--- src/rtl/pwm_fp_pkg.sv ---
package pwm_fp_pkg;

  localparam int unsigned REG_W       = 8;
  localparam int unsigned ADDR_W      = 8;
  localparam int unsigned CTRL_EN_BIT = 7;

  localparam logic [ADDR_W-1:0] ADDR_CTRL = 8'hD2;
  localparam logic [ADDR_W-1:0] ADDR_DUTY = 8'hD8;

  typedef enum logic [1:0] {
    SEL_NONE = 2'd0,
    SEL_CTRL = 2'd1,
    SEL_DUTY = 2'd2
  } reg_sel_e;

  function automatic reg_sel_e decode_addr(input logic [ADDR_W-1:0] addr);
    reg_sel_e sel;
    if (addr == ADDR_CTRL)      sel = SEL_CTRL;
    else if (addr == ADDR_DUTY) sel = SEL_DUTY;
    else                        sel = SEL_NONE;
    return sel;
  endfunction

endpackage

--- src/rtl/pwm_fp_timebase.sv ---
module pwm_fp_timebase #(
  parameter int unsigned CLKS_PER_STEP = 100,
  parameter int unsigned STEP_W        = 8
) (
  input  logic              clk,
  input  logic              rst_n,
  output logic              step_tick,
  output logic [STEP_W-1:0] step_q,
  output logic [STEP_W-1:0] step_d
);

  localparam int unsigned PRE_W = (CLKS_PER_STEP > 1) ? $clog2(CLKS_PER_STEP) : 1;

  generate
    if (CLKS_PER_STEP <= 1) begin : g_no_pre
      assign step_tick = 1'b1;
    end else begin : g_pre
      localparam logic [PRE_W-1:0] PRE_LAST = PRE_W'(CLKS_PER_STEP - 1);
      logic [PRE_W-1:0] pre_q, pre_d;

      always_comb begin
        if (pre_q == PRE_LAST) pre_d = '0;
        else                   pre_d = pre_q + 1'b1;
      end

      always_ff @(posedge clk or negedge rst_n) begin
        if (!rst_n) pre_q <= '0;
        else        pre_q <= pre_d;
      end

      assign step_tick = (pre_q == PRE_LAST);
    end
  endgenerate

  always_comb begin
    step_d = step_q;
    if (step_tick) step_d = step_q + 1'b1;
  end

  always_ff @(posedge clk or negedge rst_n) begin
    if (!rst_n) step_q <= '0;
    else        step_q <= step_d;
  end

endmodule

--- src/rtl/pwm_fp_regs.sv ---
module pwm_fp_regs
  import pwm_fp_pkg::*;
(
  input  logic              clk,
  input  logic              rst_n,
  input  logic              reg_wr,
  input  logic [ADDR_W-1:0] reg_addr,
  input  logic [REG_W-1:0]  reg_wdata,
  output logic [REG_W-1:0]  reg_rdata,
  output logic [REG_W-1:0]  ctrl_q,
  output logic [REG_W-1:0]  ctrl_d,
  output logic [REG_W-1:0]  duty_q,
  output logic [REG_W-1:0]  duty_d
);

  reg_sel_e sel;
  logic     ctrl_ld, duty_ld;

  assign sel     = decode_addr(reg_addr);
  assign ctrl_ld = reg_wr && (sel == SEL_CTRL);
  assign duty_ld = reg_wr && (sel == SEL_DUTY);

  always_comb begin
    ctrl_d = ctrl_q;
    duty_d = duty_q;
    if (ctrl_ld) ctrl_d = reg_wdata;
    if (duty_ld) duty_d = reg_wdata;
  end

  always_ff @(posedge clk or negedge rst_n) begin
    if (!rst_n) begin
      ctrl_q <= '0;
      duty_q <= '0;
    end else begin
      if (ctrl_ld) ctrl_q <= ctrl_d;
      if (duty_ld) duty_q <= duty_d;
    end
  end

  always_comb begin
    case (sel)
      SEL_CTRL: reg_rdata = ctrl_q;
      SEL_DUTY: reg_rdata = duty_q;
      default:  reg_rdata = '0;
    endcase
  end

endmodule

--- src/rtl/pwm_fp_outstage.sv ---
module pwm_fp_outstage #(
  parameter int unsigned STEP_W = 8
) (
  input  logic              clk,
  input  logic              rst_n,
  input  logic [STEP_W-1:0] step_d,
  input  logic [STEP_W-1:0] duty_d,
  input  logic              en_d,
  output logic              pad_o,
  output logic              pad_oe
);

  logic level_d;

  // Compare the values the step and duty registers are about to take,
  // so pad_o lines up with them and a write acts on the next cycle.
  assign level_d = (step_d <= duty_d);

  always_ff @(posedge clk or negedge rst_n) begin
    if (!rst_n) begin
      pad_o  <= 1'b1;
      pad_oe <= 1'b0;
    end else begin
      pad_o  <= level_d;
      pad_oe <= en_d;
    end
  end

endmodule

--- src/rtl/pwm_fp_top.sv ---
module pwm_fp_top
  import pwm_fp_pkg::*;
#(
  parameter int unsigned CLK_HZ    = 25_600_000,
  parameter int unsigned PERIOD_HZ = 1000
) (
  input  logic              clk,
  input  logic              rst_n,
  input  logic              reg_wr,
  input  logic [ADDR_W-1:0] reg_addr,
  input  logic [REG_W-1:0]  reg_wdata,
  output logic [REG_W-1:0]  reg_rdata,
  output logic              pad_o,
  output logic              pad_oe
);

  localparam int unsigned STEPS         = 1 << REG_W;
  localparam int unsigned CLKS_PER_STEP = CLK_HZ / (PERIOD_HZ * STEPS);

  logic             step_tick;
  logic [REG_W-1:0] step_q, step_d;
  logic [REG_W-1:0] ctrl_q, ctrl_d, duty_q, duty_d;

  pwm_fp_timebase #(
    .CLKS_PER_STEP(CLKS_PER_STEP),
    .STEP_W       (REG_W)
  ) tb_i (
    .clk      (clk),
    .rst_n    (rst_n),
    .step_tick(step_tick),
    .step_q   (step_q),
    .step_d   (step_d)
  );

  pwm_fp_regs regs_i (
    .clk      (clk),
    .rst_n    (rst_n),
    .reg_wr   (reg_wr),
    .reg_addr (reg_addr),
    .reg_wdata(reg_wdata),
    .reg_rdata(reg_rdata),
    .ctrl_q   (ctrl_q),
    .ctrl_d   (ctrl_d),
    .duty_q   (duty_q),
    .duty_d   (duty_d)
  );

  pwm_fp_outstage #(
    .STEP_W(REG_W)
  ) out_i (
    .clk   (clk),
    .rst_n (rst_n),
    .step_d(step_d),
    .duty_d(duty_d),
    .en_d  (ctrl_d[CTRL_EN_BIT]),
    .pad_o (pad_o),
    .pad_oe(pad_oe)
  );

endmodule

--- config.mk ---
export PLATFORM = sky130hd
export DESIGN_NAME = pwm_fp_top
export DESIGN_NICKNAME = d
export VERILOG_FILES = /design/src/rtl/pwm_fp_pkg.sv /design/src/rtl/pwm_fp_timebase.sv /design/src/rtl/pwm_fp_regs.sv /design/src/rtl/pwm_fp_outstage.sv /design/src/rtl/pwm_fp_top.sv
export SDC_FILE = /design/constraint.sdc
export NUM_CORES = 1
export LEC_CHECK = 0
export BUFFER_PORTS_ARGS = -buffer_cell sky130_fd_sc_hd__buf_2
export CAP_MARGIN = 20
export CORE_MARGIN = 4
export CORE_UTILIZATION = 50
export CTS_CLUSTER_DIAMETER = 30
export DETAILED_ROUTE_END_ITERATION = 12
export GPL_TIMING_DRIVEN = 0
export PLACE_DENSITY = 0.76
export SYNTH_ARGS = -nofsm -noshare
export SYNTH_HDL_FRONTEND = slang
export SYNTH_SLANG_ARGS = --single-unit
--- constraint.sdc ---
create_clock -name clk -period 2.2 [get_ports clk]
set_input_delay 0.55 -clock clk [delete_from_list [all_inputs] [get_ports clk]]
set_output_delay 0.55 -clock clk [all_outputs]
set_load 0.02 [all_outputs]
======== Word-level counts from Yosys, hierarchy flattened ========
Cells that the tools add are included.
word-level totals
  output and inout bits ................... 10
  bits of input ports ..................... 19
  register bits ........................... 33
  word-level logic and storage cells ...... 23
cells by class
  magnitude comparators ................... 1
  reductions and logical operators ........ 2
  multiplexer cells ....................... 7
  add/sub/neg operators ................... 2
  eq/ne operators ......................... 5
operator list
  operator                                                                count
  8-bit two-way mux                                                       3
  8-bit equality test (second input constant)                             2
  8-bit case mux with 2 select lines                                      1
  8-bit by 1-bit adder with 8-bit output (second input constant)          1
  8-bit <= comparator                                                     1
  7-bit by 1-bit adder with 7-bit output (second input constant)          1
  7-bit equality test (second input constant)                             1
  7-bit two-way mux                                                       1
  2-bit two-way mux                                                       2
  2-bit by 1-bit equality test with 1-bit output (second input constant)  1
  2-bit equality test (second input constant)                             1
  1-bit logical AND                                                       2

======== Logic depth before layout (Yosys ltp) ========
Gate-level depths: netlist (run 1).
  depth after elaboration ................. 7
  depth in mapped cells ................... 11
  mapped depth without buffers ............ 9

======== Modules after synthesis ========
Synthesis (run 1) repeated with hierarchy kept, for this count alone.
second synthesis, totals
  cells, all modules ...................... 160
  area total of the unflattened synthesis .. 1986.9 um2
by module, submodules not included
  module           area an instance (um2)  sequential area each (um2)  instances  cells an instance
  pwm_fp_regs      1034.7                  400.4                       1          75
  pwm_fp_timebase  704.4                   375.4                       1          56
  pwm_fp_outstage  247.7                   51.3                        1          29

======== Worst setup path after synthesis (run 1) ========
Ideal clock, no wire load.
  kind .................................... input -> register
  start point ............................. input port reg_addr[0]
  end point ............................... register out_i.pad_o
  setup slack ............................. -163 ps
  path buffers ............................ 1
  required time ........................... 2123 ps
  cell stages on the path ................. 10
  arrival time ............................ 2285 ps
  setup time .............................. 77 ps
  cell sequence ........................... nor4b_4 nand3_4 nor2_4 buf_12 mux2i_1 ha_1 nor2b_1 o211ai_1 a21oi_1 o22ai_1
on the way
  word-level cells in the longest chain between the ends .. 7
  elaborated cells between the ends (all ways) .. 8
  those cells by class .................... order compare (1); eq/ne (3); mux (3); reduce/logical (1)
ends and longest elaborated chain
  what                    line                   source
  start: declaration      pwm_fp_top.sv:10       input logic [ADDR_W-1:0] reg_addr,
  8-bit equality test     pwm_fp_pkg.sv:19       else if (addr == ADDR_DUTY) sel = SEL_DUTY;
  2-bit two-way mux       pwm_fp_pkg.sv:19
  2-bit two-way mux *     pwm_fp_pkg.sv:18       if (addr == ADDR_CTRL) sel = SEL_CTRL;
  2-bit equality test *   pwm_fp_regs.sv:21      assign duty_ld = reg_wr && (sel == SEL_DUTY);
  1-bit logical AND *     pwm_fp_regs.sv:21
  8-bit two-way mux *     pwm_fp_regs.sv:27      if (duty_ld) duty_d = reg_wdata;
  8-bit <= comparator *   pwm_fp_outstage.sv:17  assign level_d = (step_d <= duty_d);
  via out_i.level_d       pwm_fp_outstage.sv:13  logic level_d;
  end signal: assignment  pwm_fp_outstage.sv:24  pad_o <= level_d;
  end: declaration        pwm_fp_outstage.sv:9   output logic pad_o,
Mark *: on every way through the listed nets, which the timed path passes. The rest lies on a longest branch.
A chain may end at the register's enable or synchronous reset.

======== Worst setup path in the final report (run 1) ========
  start point ............................. input port reg_addr[2]
  end point ............................... register out_i.pad_o
The elaborated chain is that of the path after synthesis.

==> metrics, run 1 <==
startpoint types=primary input; Crit. End Element=register; Slew @ Worst Pin=between 0.7 and 0.8 ns; post-synthesis async set-or-reset flop share=100%; static leakage=around 1.0 nW; Sw Pwr=about 0.28 mW; CP arrival=about 2.5 ns; fin util=about two thirds; Crit Path Max Fanout=10; largest net degree at the start of global routing=34; CTS clk-pin slew, worst paths=around 0.10 ns; FP Rows=21; Final ANT Viol Nets=0; Starting Density=~52%; Fmax=about 460 MHz; r2r worst-path depth=9; power share of the sequential group=around half; Syn. warnings=0; Seq/Total Area, Yosys=between 40% and 50%; Synth Net Count=around 170; top post-synthesis cells by count=32 x dfrtp_1, 16 x mux2_2, 12 x nor2_1, 10 x ha_1, 9 x xnor2_1; Nets=219; Post-synth EDFFs=0; dpl hpwl=2.59 mm; slowest stage delay, CP=around 0.32 ns; synthesized area per cell=~12 µm²; worst skew pair latency=0.34 ns; fin crit share=99.3%; Power Dens Cells=559 nW/µm²; area grow syn2layout=26.9%; GRT overflow=0; reg-to-reg slack, setup=approximately 0.030 ns; RSZ-0062 raised after global routing=yes; Netlist cell types=29; adder-cell share of the synthesized area=about 7.2%; Critical Path Slowest Stage Cell=nor4b_4; Hold Buf Count CTS=0; Worst Hold Class=primary input to async pin; layout cells sized above 1=between 40% and 50%; multiplexer share of the synthesized area=17.5%; WS Path Type=primary input to register; Synth Flop Type=dfrtp_1; I/O Pins=29; Pint=0.957 mW; run status=finished clean; Inserted Clock Buffers=5; Post-Synth Simple-Gate Area=between 10% and 20%; clock group share of total power=between 30% and 40%; Fin. Hold Viols=0; Period minus WS final=~2.2 ns; Max transition margin=about half; largest family of logic cells by synthesized area=multiplexers; final slew viol count=0; core area=3360 µm²; clock buffer depth=2; Max-Cap Viols=0; Root Driver=clkbuf_4; final setup vio count=0; initial antenna violation count=0; Die W=~67 µm; Worst R2R Start=tb_i.g_pre.pre_q[1]$_DFF_PN0_; DR DRC count=0; count leader, synth=dfrtp_1; Initial DRT Pass Iterations=4; CTS tree=done; drt total wl=3.77 mm; compound-gate portion of the synthesized area=around 6.0%; post-synth top area share=a little under half; FF-to-FF End=out_i.pad_o$_DFF_PN1_; flops & latches, synth=33; post-route cell area=~2200 µm²; combinational share of power=about 10%; H-tree levels=2; Initial DRC Count=67; cells along the critical path=buf_2 -> nor4b_4 -> nand3_4 -> nor2_4 -> buf_12 -> mux2i_1 -> ha_1 -> nor2b_4 -> o211ai_1 -> a21oi_2 -> o22ai_2; # diodes=0; Mapped Cells=roughly 140; Post-DP Area=1940 µm²; worst vdd ir=0.000357 V; xor and xnor area share after synthesis=roughly 5.5%; CTS Sinks=33; DR vias=between 1000 and 1500; vias per cell=around 5.3; IO Port Bufs=28; Synth area leaders=dfrtp_1 46%, mux2_2 10%, ha_1 7.2%; clk_skew=0.00753 ns; Wirelength per Cell=15.9 µm; GR Util All Layers=a little under a fifth; gp weighted congestion=between 0.8 and 0.9; Sw Ratio=between 20% and 30%; Post-Syn Area=1740 µm²; Die Ht=67.0 µm; area leader, netlist=dfrtp_1; vias in the first global route=between 1000 and 1500; Crit path required time=between 2 and 2.5 ns; die area=around 4500 µm²; first-pass GRT wire length=a little over 6 mm
-- per-stage QoR --
stage	cells	worst slack (ns)	hold WS (ns)	setup TNS (ns)	total power, mW
3_5_place_dp	217	-0.556	0.458	-0.556	0.763
6_report	237	0.0157	0.260	0	1.24
4_1_cts	231	0.00524	0.271	0	1.24
3_3_place_gp	217	-0.503	0.440	-0.503	0.755
2_1_floorplan	143	-0.139	0.254	-0.139	0.709
5_1_grt	237	-0.0803	0.289	-0.168	1.30
-- power groups by stage --
stage                     logic [mW]  registers (mW)  clock network (mW)
after floorplan               0.0509           0.658                   0
after CTS                      0.112           0.640               0.487
final                          0.124           0.640               0.472
after detailed placement       0.111           0.652                   0
after global routing           0.136           0.643               0.519
after global placement         0.105           0.650                   0
-- worst max path at each step --
stage / from / endpoint / slack, ns
after floorplan: reg_addr[0] / out_i.pad_o$_DFF_PN1_ / -0.14
after global placement: reg_addr[0] / out_i.pad_o$_DFF_PN1_ / -0.50
after detailed placement: reg_addr[0] / out_i.pad_o$_DFF_PN1_ / -0.56
after CTS: reg_addr[0] / out_i.pad_o$_DFF_PN1_ / 0.005
after global routing: tb_i.g_pre.pre_q[1]$_DFF_PN0_ / out_i.pad_o$_DFF_PN1_ / -0.08
final: reg_addr[2] / out_i.pad_o$_DFF_PN1_ / 0.02
-- worst max-delay path: cells and delay by family --
kind | cells | cell delay, ns
and+or+nand+nor | 4 | 0.75
AOI/OAI and AO/OA | 3 | 0.40
buffers and inverters | 2 | 0.27
adders and majority gates | 1 | 0.27
muxes | 1 | 0.19
-- layout by cell type (no fill, tap or decap), types with 2 or more instances in the layout --
| master | instances |
|---|---|
| ha_1 | 9 |
| a21oi_1 | 4 |
| nand2_1 | 8 |
| nor2b_1 | 3 |
| dfrtp_1 | 32 |
| buf_2 | 21 |
| nand4_1 | 6 |
| nand3_1 | 2 |
| mux2_2 | 16 |
| mux2_4 | 3 |
| clkbuf_2 | 2 |
| xnor2_1 | 8 |
| a22oi_1 | 8 |
| xor2_1 | 2 |
| buf_4 | 18 |
| and3_1 | 2 |
| clkbuf_4 | 5 |
| mux2i_1 | 8 |
| nor2_4 | 3 |
| nor2_1 | 11 |
-- what timing repair did --
action / CTS / global route
setup buffers: 6 / 6
gates resized for setup: 6 / 14
gates cloned: 0 / 0
endpoints found under the setup margin: 1 / 8
pin swaps: 4 / 6
-- flip-flops by register name, indices dropped and copies added, names as in the netlist --
| register | count |
|---|---|
| out_i.pad_o | 1 |
| tb_i.g_pre.pre_q | 7 |
| out_i.pad_oe | 1 |
| regs_i.ctrl_q | 8 |
| regs_i.duty_q | 8 |
| tb_i.step_q | 8 |
-- metal layers --
layer	part of all wire (%)	up-vias	wire, µm	track usage [%]
li1	-	611	-	-
met1	38	613	1440	20.5
met2	55	35	2060	34.4
met3	5.0	7	188	5.73
met4	2.0	0	75	7.59
met5	0	-	0	0
-- final cells by class --
cell class | instances | area [µm²]
clock inverter | 1 | 30.0
tap | 46 | 57.6
sequential | 33 | 827
timing repair buffer | 40 | 251
buffer | 3 | 30.0
fill | 287 | 1150
multi-input combinational | 106 | 956
clock buffer | 7 | 55.1
inverter | 1 | 3.75
-- kinds of logic after synthesis --
logic type	after synthesis
AND/OR/NAND/NOR	42
flip-flops	33
multiplexers	27
AO/OA/AOI/OAI	16
XOR/XNOR	11
adder cells (fa/ha/maj)	10
buffers and inverters	4
(Power assumes the default switching activity.)
==> run 2: changes to the inputs <==
--- a/config.mk
+++ b/config.mk
@@ -8,11 +8,11 @@
 export BUFFER_PORTS_ARGS = -buffer_cell sky130_fd_sc_hd__buf_2
 export CAP_MARGIN = 20
 export CORE_MARGIN = 4
-export CORE_UTILIZATION = 50
+export CORE_UTILIZATION = 55
 export CTS_CLUSTER_DIAMETER = 30
 export DETAILED_ROUTE_END_ITERATION = 12
 export GPL_TIMING_DRIVEN = 0
-export PLACE_DENSITY = 0.76
+export PLACE_DENSITY = 0.79
 export SYNTH_ARGS = -nofsm -noshare
 export SYNTH_HDL_FRONTEND = slang
 export SYNTH_SLANG_ARGS = --single-unit
==> constraint.sdc (replaced) <==
create_clock -name clk -period 2.15 [get_ports clk]
set_input_delay 0.5375 -clock clk [delete_from_list [all_inputs] [get_ports clk]]
set_output_delay 0.5375 -clock clk [all_outputs]
set_load 0.02 [all_outputs]
==> run 2 against run 1 <==
Clock skew is 0.0036 ns higher. Die area is 8.0% lower. Final cell count is 1.7% lower. Combinational power is 6% lower. Clock-buffer cell count is 1 lower. Sequential share of layout area is 0.13 points higher. Register-to-register slack hardly changed. Non-clock buffer count is 2 lower. Total power is 10% lower. Critical path depth stayed put. First-iteration DRC count stayed put. Flip-flop and latch count stayed put.
==> metrics, run 2 (synthesis gave the netlist of run 1 again) <==
Worst R2R Start=tb_i.g_pre.pre_q[0]$_DFF_PN0_ (was tb_i.g_pre.pre_q[1]$_DFF_PN0_); Die W=64.3 µm (was 67.0 µm); Initial DRC Count=67 (unchanged); vias per cell=5.44 (was 5.34); vias in the first global route=1311 (was 1344); static leakage=0.999 nW (was 1.04 nW); r2r worst-path depth=10 (was 9); H-tree levels=2 (unchanged); area grow syn2layout=26.5% (was 26.9%); dpl hpwl=2.44 mm (was 2.59 mm); run status=finished clean (unchanged); Hold Buf Count CTS=0 (unchanged); drt total wl=3.51 mm (was 3.77 mm); clock buffer depth=2 (unchanged); Initial DRT Pass Iterations=4 (unchanged); Top Registers=regs_i.ctrl_q x8, regs_i.duty_q x8, tb_i.step_q x8 (unchanged); startpoint types=primary input (unchanged); Max transition margin=52.6% (was 51.8%); placed insts=215 (was 217); FP Rows=20 (was 21); DR DRC count=0 (unchanged); most frequent cells in the layout=32 x dfrtp_1, 20 x buf_2, 15 x mux2_2, 13 x buf_4, 9 x ha_1 (was 32 x dfrtp_1, 21 x buf_2, 18 x buf_4, 16 x mux2_2, 11 x nor2_1); CTS Sinks=33 (unchanged); RSZ-0062 raised after global routing=yes (unchanged); Crit. End Element=register (unchanged); Die Ht=64.3 µm (was 67.0 µm); commonest non-fill, non-tap cell in the layout=dfrtp_1 (unchanged); final slew viol count=0 (unchanged); I/O Pins=29 (unchanged); IO Port Bufs=28 (unchanged); Slew @ Worst Pin=0.712 ns (was 0.723 ns); Post-DP Area=1940 µm² (about the same); Overall Power=1.11 mW (was 1.24 mW); FF-to-FF End=out_i.pad_o$_DFF_PN1_ (unchanged); first-pass GRT wire length=5.87 mm (was 6.18 mm); layout cells sized above 1=45.0% (was 43.5%); # diodes=0 (unchanged); post-route cell area=2200 µm² (was 2210 µm²); final hold slack=0.228 ns (was 0.260 ns); clk_skew=0.0112 ns (was 0.00753 ns); Root Driver=clkbuf_4 (unchanged); DR vias=1268 (was 1266); Period minus WS final=approximately 2.1 ns; Final ANT Viol Nets=0 (unchanged); CP arrival=2.39 ns (was 2.45 ns); Power Dens Cells=503 nW/µm² (was 559 nW/µm²); fin crit share=about 99%; worst vdd ir=0.000320 V (was 0.000357 V); GR Util All Layers=18.5% (was 19.1%); reg-to-reg slack, setup=0.04 ns (was 0.03 ns); Fmax=approximately 470 MHz; gp weighted congestion=0.714 (was 0.831); worst skew pair latency=0.34 ns (about the same); Max-Cap Viols=0 (unchanged); Crit path required time=2.42 ns (was 2.46 ns); final setup vio count=0 (unchanged); Wirelength per Cell=15.1 µm (was 15.9 µm); core area=3050 µm² (was 3360 µm²); Final Non-Filler Cells=233 (was 237); Starting Density=57.0% (was 51.8%); WS Path Type=primary input to register (unchanged); Fin. Hold Viols=0 (unchanged); largest net degree at the start of global routing=34 (unchanged); initial antenna violation count=0 (unchanged); CTS tree=done (unchanged); GRT overflow=0 (unchanged); Inserted Clock Buffers=5 (unchanged); Nets=217 (was 219); die area=4130 µm² (was 4490 µm²); CTS clk-pin slew, worst paths=0.11 ns (was 0.10 ns); Crit Path Max Fanout=9 (was 10); Worst Hold Class=primary input to async pin (unchanged)
-- run 2: how the worst max path moves through the flow --
stage | start | endpoint | slack (ns)
2_1_floorplan | reg_addr[0] | out_i.pad_o$_DFF_PN1_ | -0.18
3_3_place_gp | reg_addr[0] | out_i.pad_o$_DFF_PN1_ | -0.51
3_5_place_dp | reg_addr[0] | out_i.pad_o$_DFF_PN1_ | -0.54
4_1_cts | reg_addr[5] | out_i.pad_o$_DFF_PN1_ | 0.008
5_1_grt | tb_i.g_pre.pre_q[0]$_DFF_PN0_ | out_i.pad_o$_DFF_PN1_ | -0.09
6_report | reg_addr[0] | out_i.pad_o$_DFF_PN1_ | 0.03
-- run 2: area by class of cell --
type                    instances  area (µm²)
multi-input cells             106         973
fillers                       229         850
flip-flops and latches         33         827
repair buffers                 38         263
well taps                      44        55.1
clock buffers                   6        41.3
plain buffers                   3        30.0
clock inverters                 2        10.0
inverters                       1        3.75
-- run 2: critical path, stage by stage --
cell and delay (ns):
buf_2 0.11, nor4b_4 0.31, nand3_4 0.17, nor2_4 0.15
buf_12 0.15, mux2i_1 0.20, ha_1 0.26, nor2b_1 0.13
o211ai_1 0.15, a21oi_1 0.09, o22ai_1 0.13
-- run 2: report_power, final --
| group | switching [mW] | internal, mW | leakage, nW |
|---|---|---|---|
| Sequential | 0.0107 | 0.644 | 0.440 |
| Clock | 0.213 | 0.124 | 0.0320 |
| Combinational | 0.0643 | 0.0516 | 0.527 |
| Total | 0.288 | 0.820 | 0.999 |
-- run 2: routing by layer --
metal	up-vias	part of all wire [%]	global-route usage, %
met3	7	4.1	3.87
met2	28	52	30.9
met1	624	42	23.1
met5	-	0	0
li1	609	-	-
met4	0	1.7	7.92
-- run 2: repair_timing --
action | CTS | global route
gates resized for setup | 5 | 27
pin swaps | 6 | 4
setup endpoints to repair | 1 | 9
setup buffers | 8 | 2
-- run 2: stage by stage --
stage | setup slack [ns] | util (%) | setup TNS [ns]
after CTS | 0.00777 | 68.8 | 0
final | 0.0313 | 72.2 | 0
after global routing | -0.0910 | 72.2 | -0.0950
after detailed placement | -0.544 | 63.5 | -0.544
after floorplan | -0.177 | - | -0.177
after global placement | -0.514 | 63.5 | -0.514
==> run 3: changes to the inputs <==
--- a/config.mk
+++ b/config.mk
@@ -12,7 +12,8 @@
 export CTS_CLUSTER_DIAMETER = 30
 export DETAILED_ROUTE_END_ITERATION = 12
 export GPL_TIMING_DRIVEN = 0
-export PLACE_DENSITY = 0.79
+export PLACE_DENSITY = 0.78
+export SLEW_MARGIN = 15
 export SYNTH_ARGS = -nofsm -noshare
 export SYNTH_HDL_FRONTEND = slang
 export SYNTH_SLANG_ARGS = --single-unit
==> run 3 against run 2 <==
Final area is 1.3% lower. Critical path type unchanged. Final cell count is 0.86% lower. Total power is 0.33% lower. Highest routed layer unchanged. Via count is 2.1% lower. Critical path depth is 1 higher. Clock power is 1% lower.
==> metrics, run 3 (synthesis gave the netlist of run 1 again) <==
Fmax=476 MHz (was 472 MHz); # diodes=0 (unchanged); Slew @ Worst Pin=0.732 ns (was 0.712 ns); H-tree levels=2 (unchanged); Worst Hold Class=primary input to async pin (unchanged); layout cells sized above 1=43.9% (was 45.0%); Initial DRT Pass Iterations=4 (unchanged); CTS clk-pin slew, worst paths=0.10 ns (was 0.11 ns); Period minus WS final=2.10 ns (was 2.12 ns); final setup vio count=0 (unchanged); area occupied by multi-input gates=990 µm² (was 973 µm²); Die Ht=64.3 µm (unchanged); worst skew pair latency=0.33 ns (was 0.34 ns); Power Dens Cells=508 nW/µm² (was 503 nW/µm²); pre-CTS setup slack=-0.506 ns (was -0.544 ns); Max-Cap Viols=0 (unchanged); Crit path required time=2.41 ns (was 2.42 ns); area grow syn2layout=24.9% (was 26.5%); static leakage=1.02 nW (was 0.999 nW); I/O Pins=29 (unchanged); fin crit share=97.7% (was 98.5%); CTS tree=done (unchanged); Initial DRC Count=52 (was 67); worst vdd ir=0.000298 V (was 0.000320 V); Setup WS post-layout=0.0496 ns (was 0.0313 ns); GRT overflow=0 (unchanged); IO Port Bufs=28 (unchanged); WS Path Type=primary input to register (unchanged); run status=finished clean (unchanged); Starting Density=57.0% (unchanged); RSZ-0062 raised after global routing=yes (unchanged); Crit. End Element=register (unchanged); dpl hpwl=2.37 mm (was 2.44 mm); DR vias=1242 (was 1268); CP arrival=2.36 ns (was 2.39 ns); Final ANT Viol Nets=0 (unchanged); largest net degree at the start of global routing=34 (unchanged); Nets=215 (was 217); Root Driver=clkbuf_4 (unchanged); Layout fillers=228 (was 229); Crit Path Max Fanout=10 (was 9); Inserted Clock Buffers=5 (unchanged); commonest non-fill, non-tap cell in the layout=dfrtp_1 (unchanged); Die W=64.3 µm (unchanged); Wirelength per Cell=14.9 µm (was 15.1 µm); CTS Sinks=33 (unchanged); Hold Buf Count CTS=0 (unchanged); drt total wl=3.43 mm (was 3.51 mm); first-pass GRT wire length=5.78 mm (was 5.87 mm); clock buffer depth=2 (unchanged); most frequent cells in the layout=32 x dfrtp_1, 22 x buf_2, 16 x mux2_2, 15 x buf_4, 11 x nor2_1 (was 32 x dfrtp_1, 20 x buf_2, 15 x mux2_2, 13 x buf_4, 9 x ha_1); DR DRC count=0 (unchanged); Top Registers=regs_i.ctrl_q x8, regs_i.duty_q x8, tb_i.step_q x8 (unchanged); Seq. cell area=827 µm² (unchanged); initial antenna violation count=0 (unchanged); Max transition margin=51.2% (was 52.6%); startpoint types=primary input (unchanged); clk_skew=0.00463 ns (was 0.0112 ns); gp weighted congestion=0.714 (about the same); die area=4130 µm² (unchanged); vias in the first global route=1247 (was 1311); Fin. Hold Viols=0 (unchanged); final slew viol count=0 (unchanged); final hold slack=0.248 ns (was 0.228 ns); core area=3050 µm² (unchanged); FP Rows=20 (unchanged); vias per cell=5.38 (was 5.44); GR Util All Layers=18.3% (was 18.5%)
## run 3: changes by cell type in the layout (fill, tap and decap cells not counted), moves of 2 or more
cell and delta:
buf_4 +2, buf_6 -4, nor2_2 -3, nor2_4 -3
xnor2_2 +2, buf_2 +2, xnor2_1 -2, nor2_1 +6
## run 3: final timing paths
| check | from | end | slack, ns | depth (start not counted) |
|---|---|---|---|---|
| min in group clk | reg_wdata[4] | regs_i.duty_q[4]$_DFFE_PN0N_ | 0.46 | 2 |
| worst min-delay path | rst_n | tb_i.g_pre.pre_q[4]$_DFF_PN0_ | 0.25 | 1 |
| worst min register to register | tb_i.g_pre.pre_q[0]$_DFF_PN0_ | tb_i.g_pre.pre_q[0]$_DFF_PN0_ | 0.50 | 1 |
| worst max register to register | tb_i.g_pre.pre_q[0]$_DFF_PN0_ | out_i.pad_o$_DFF_PN1_ | 0.07 | 9 |
| max in group asynchronous | rst_n | tb_i.step_q[7]$_DFF_PN0_ | 1.43 | 1 |
| worst max-delay path | reg_addr[3] | out_i.pad_o$_DFF_PN1_ | 0.05 | 12 |
## run 3: metal layers
| layer | global-route usage [%] | wire length (µm) | up-vias |
|---|---|---|---|
| li1 | - | - | 601 |
| met1 | 23.9 | 1540 | 609 |
| met2 | 28.5 | 1680 | 27 |
| met3 | 4.04 | 164 | 5 |
| met4 | 9.50 | 45 | 0 |
| met5 | 0 | 0 | - |
## run 3: layout make-up
class | count | share of cell area, %
Clock buffer | 6 | 1.90
Sequential cell | 33 | 38.0
Tap cell | 44 | 2.53
Buffer | 3 | 1.38
Timing Repair Buffer | 36 | 10.0
Inverter | 1 | 0.173
Multi-Input combinational cell | 106 | 45.5
Clock inverter | 2 | 0.460
## run 3: through the flow
stage	utilization [%]	std cells	cell area [µm²]	setup TNS, ns	power [mW]
final	71.2	231	2170	0	1.10
after global routing	71.2	231	2170	-0.0627	1.16
after CTS	67.9	228	2070	0	1.11
after detailed placement	63.5	215	1940	-0.506	0.778
after global placement	63.5	215	1940	-0.491	0.773
after floorplan	-	143	1740	-0.177	0.725
## run 3: power by group
group / total (mW) / internal (mW) / switching (mW)
Clock: 0.334 / 0.124 / 0.210
Combinational: 0.115 / 0.0523 / 0.0629
Sequential: 0.655 / 0.644 / 0.0110
Total: 1.10 / 0.821 / 0.284
## run 3: what timing repair did
action / 4_1_cts / 5_1_grt
buffers inserted: 5 / 3
pin swaps: 4 / 11
gates resized for setup: 6 / 20
endpoints found under the hold margin: 0 / 0
endpoints found under the setup margin: 1 / 8
## run 3: critical path, cell delays in order
cell and delay [ns]:
buf_2 0.09, nor2b_1 0.12, buf_2 0.22, nand2_1 0.12, nor2_4 0.15, buf_12 0.16
mux2i_4 0.25, ha_4 0.22, nor2b_1 0.12, o211ai_1 0.15, a21oi_1 0.08, o22ai_1 0.14
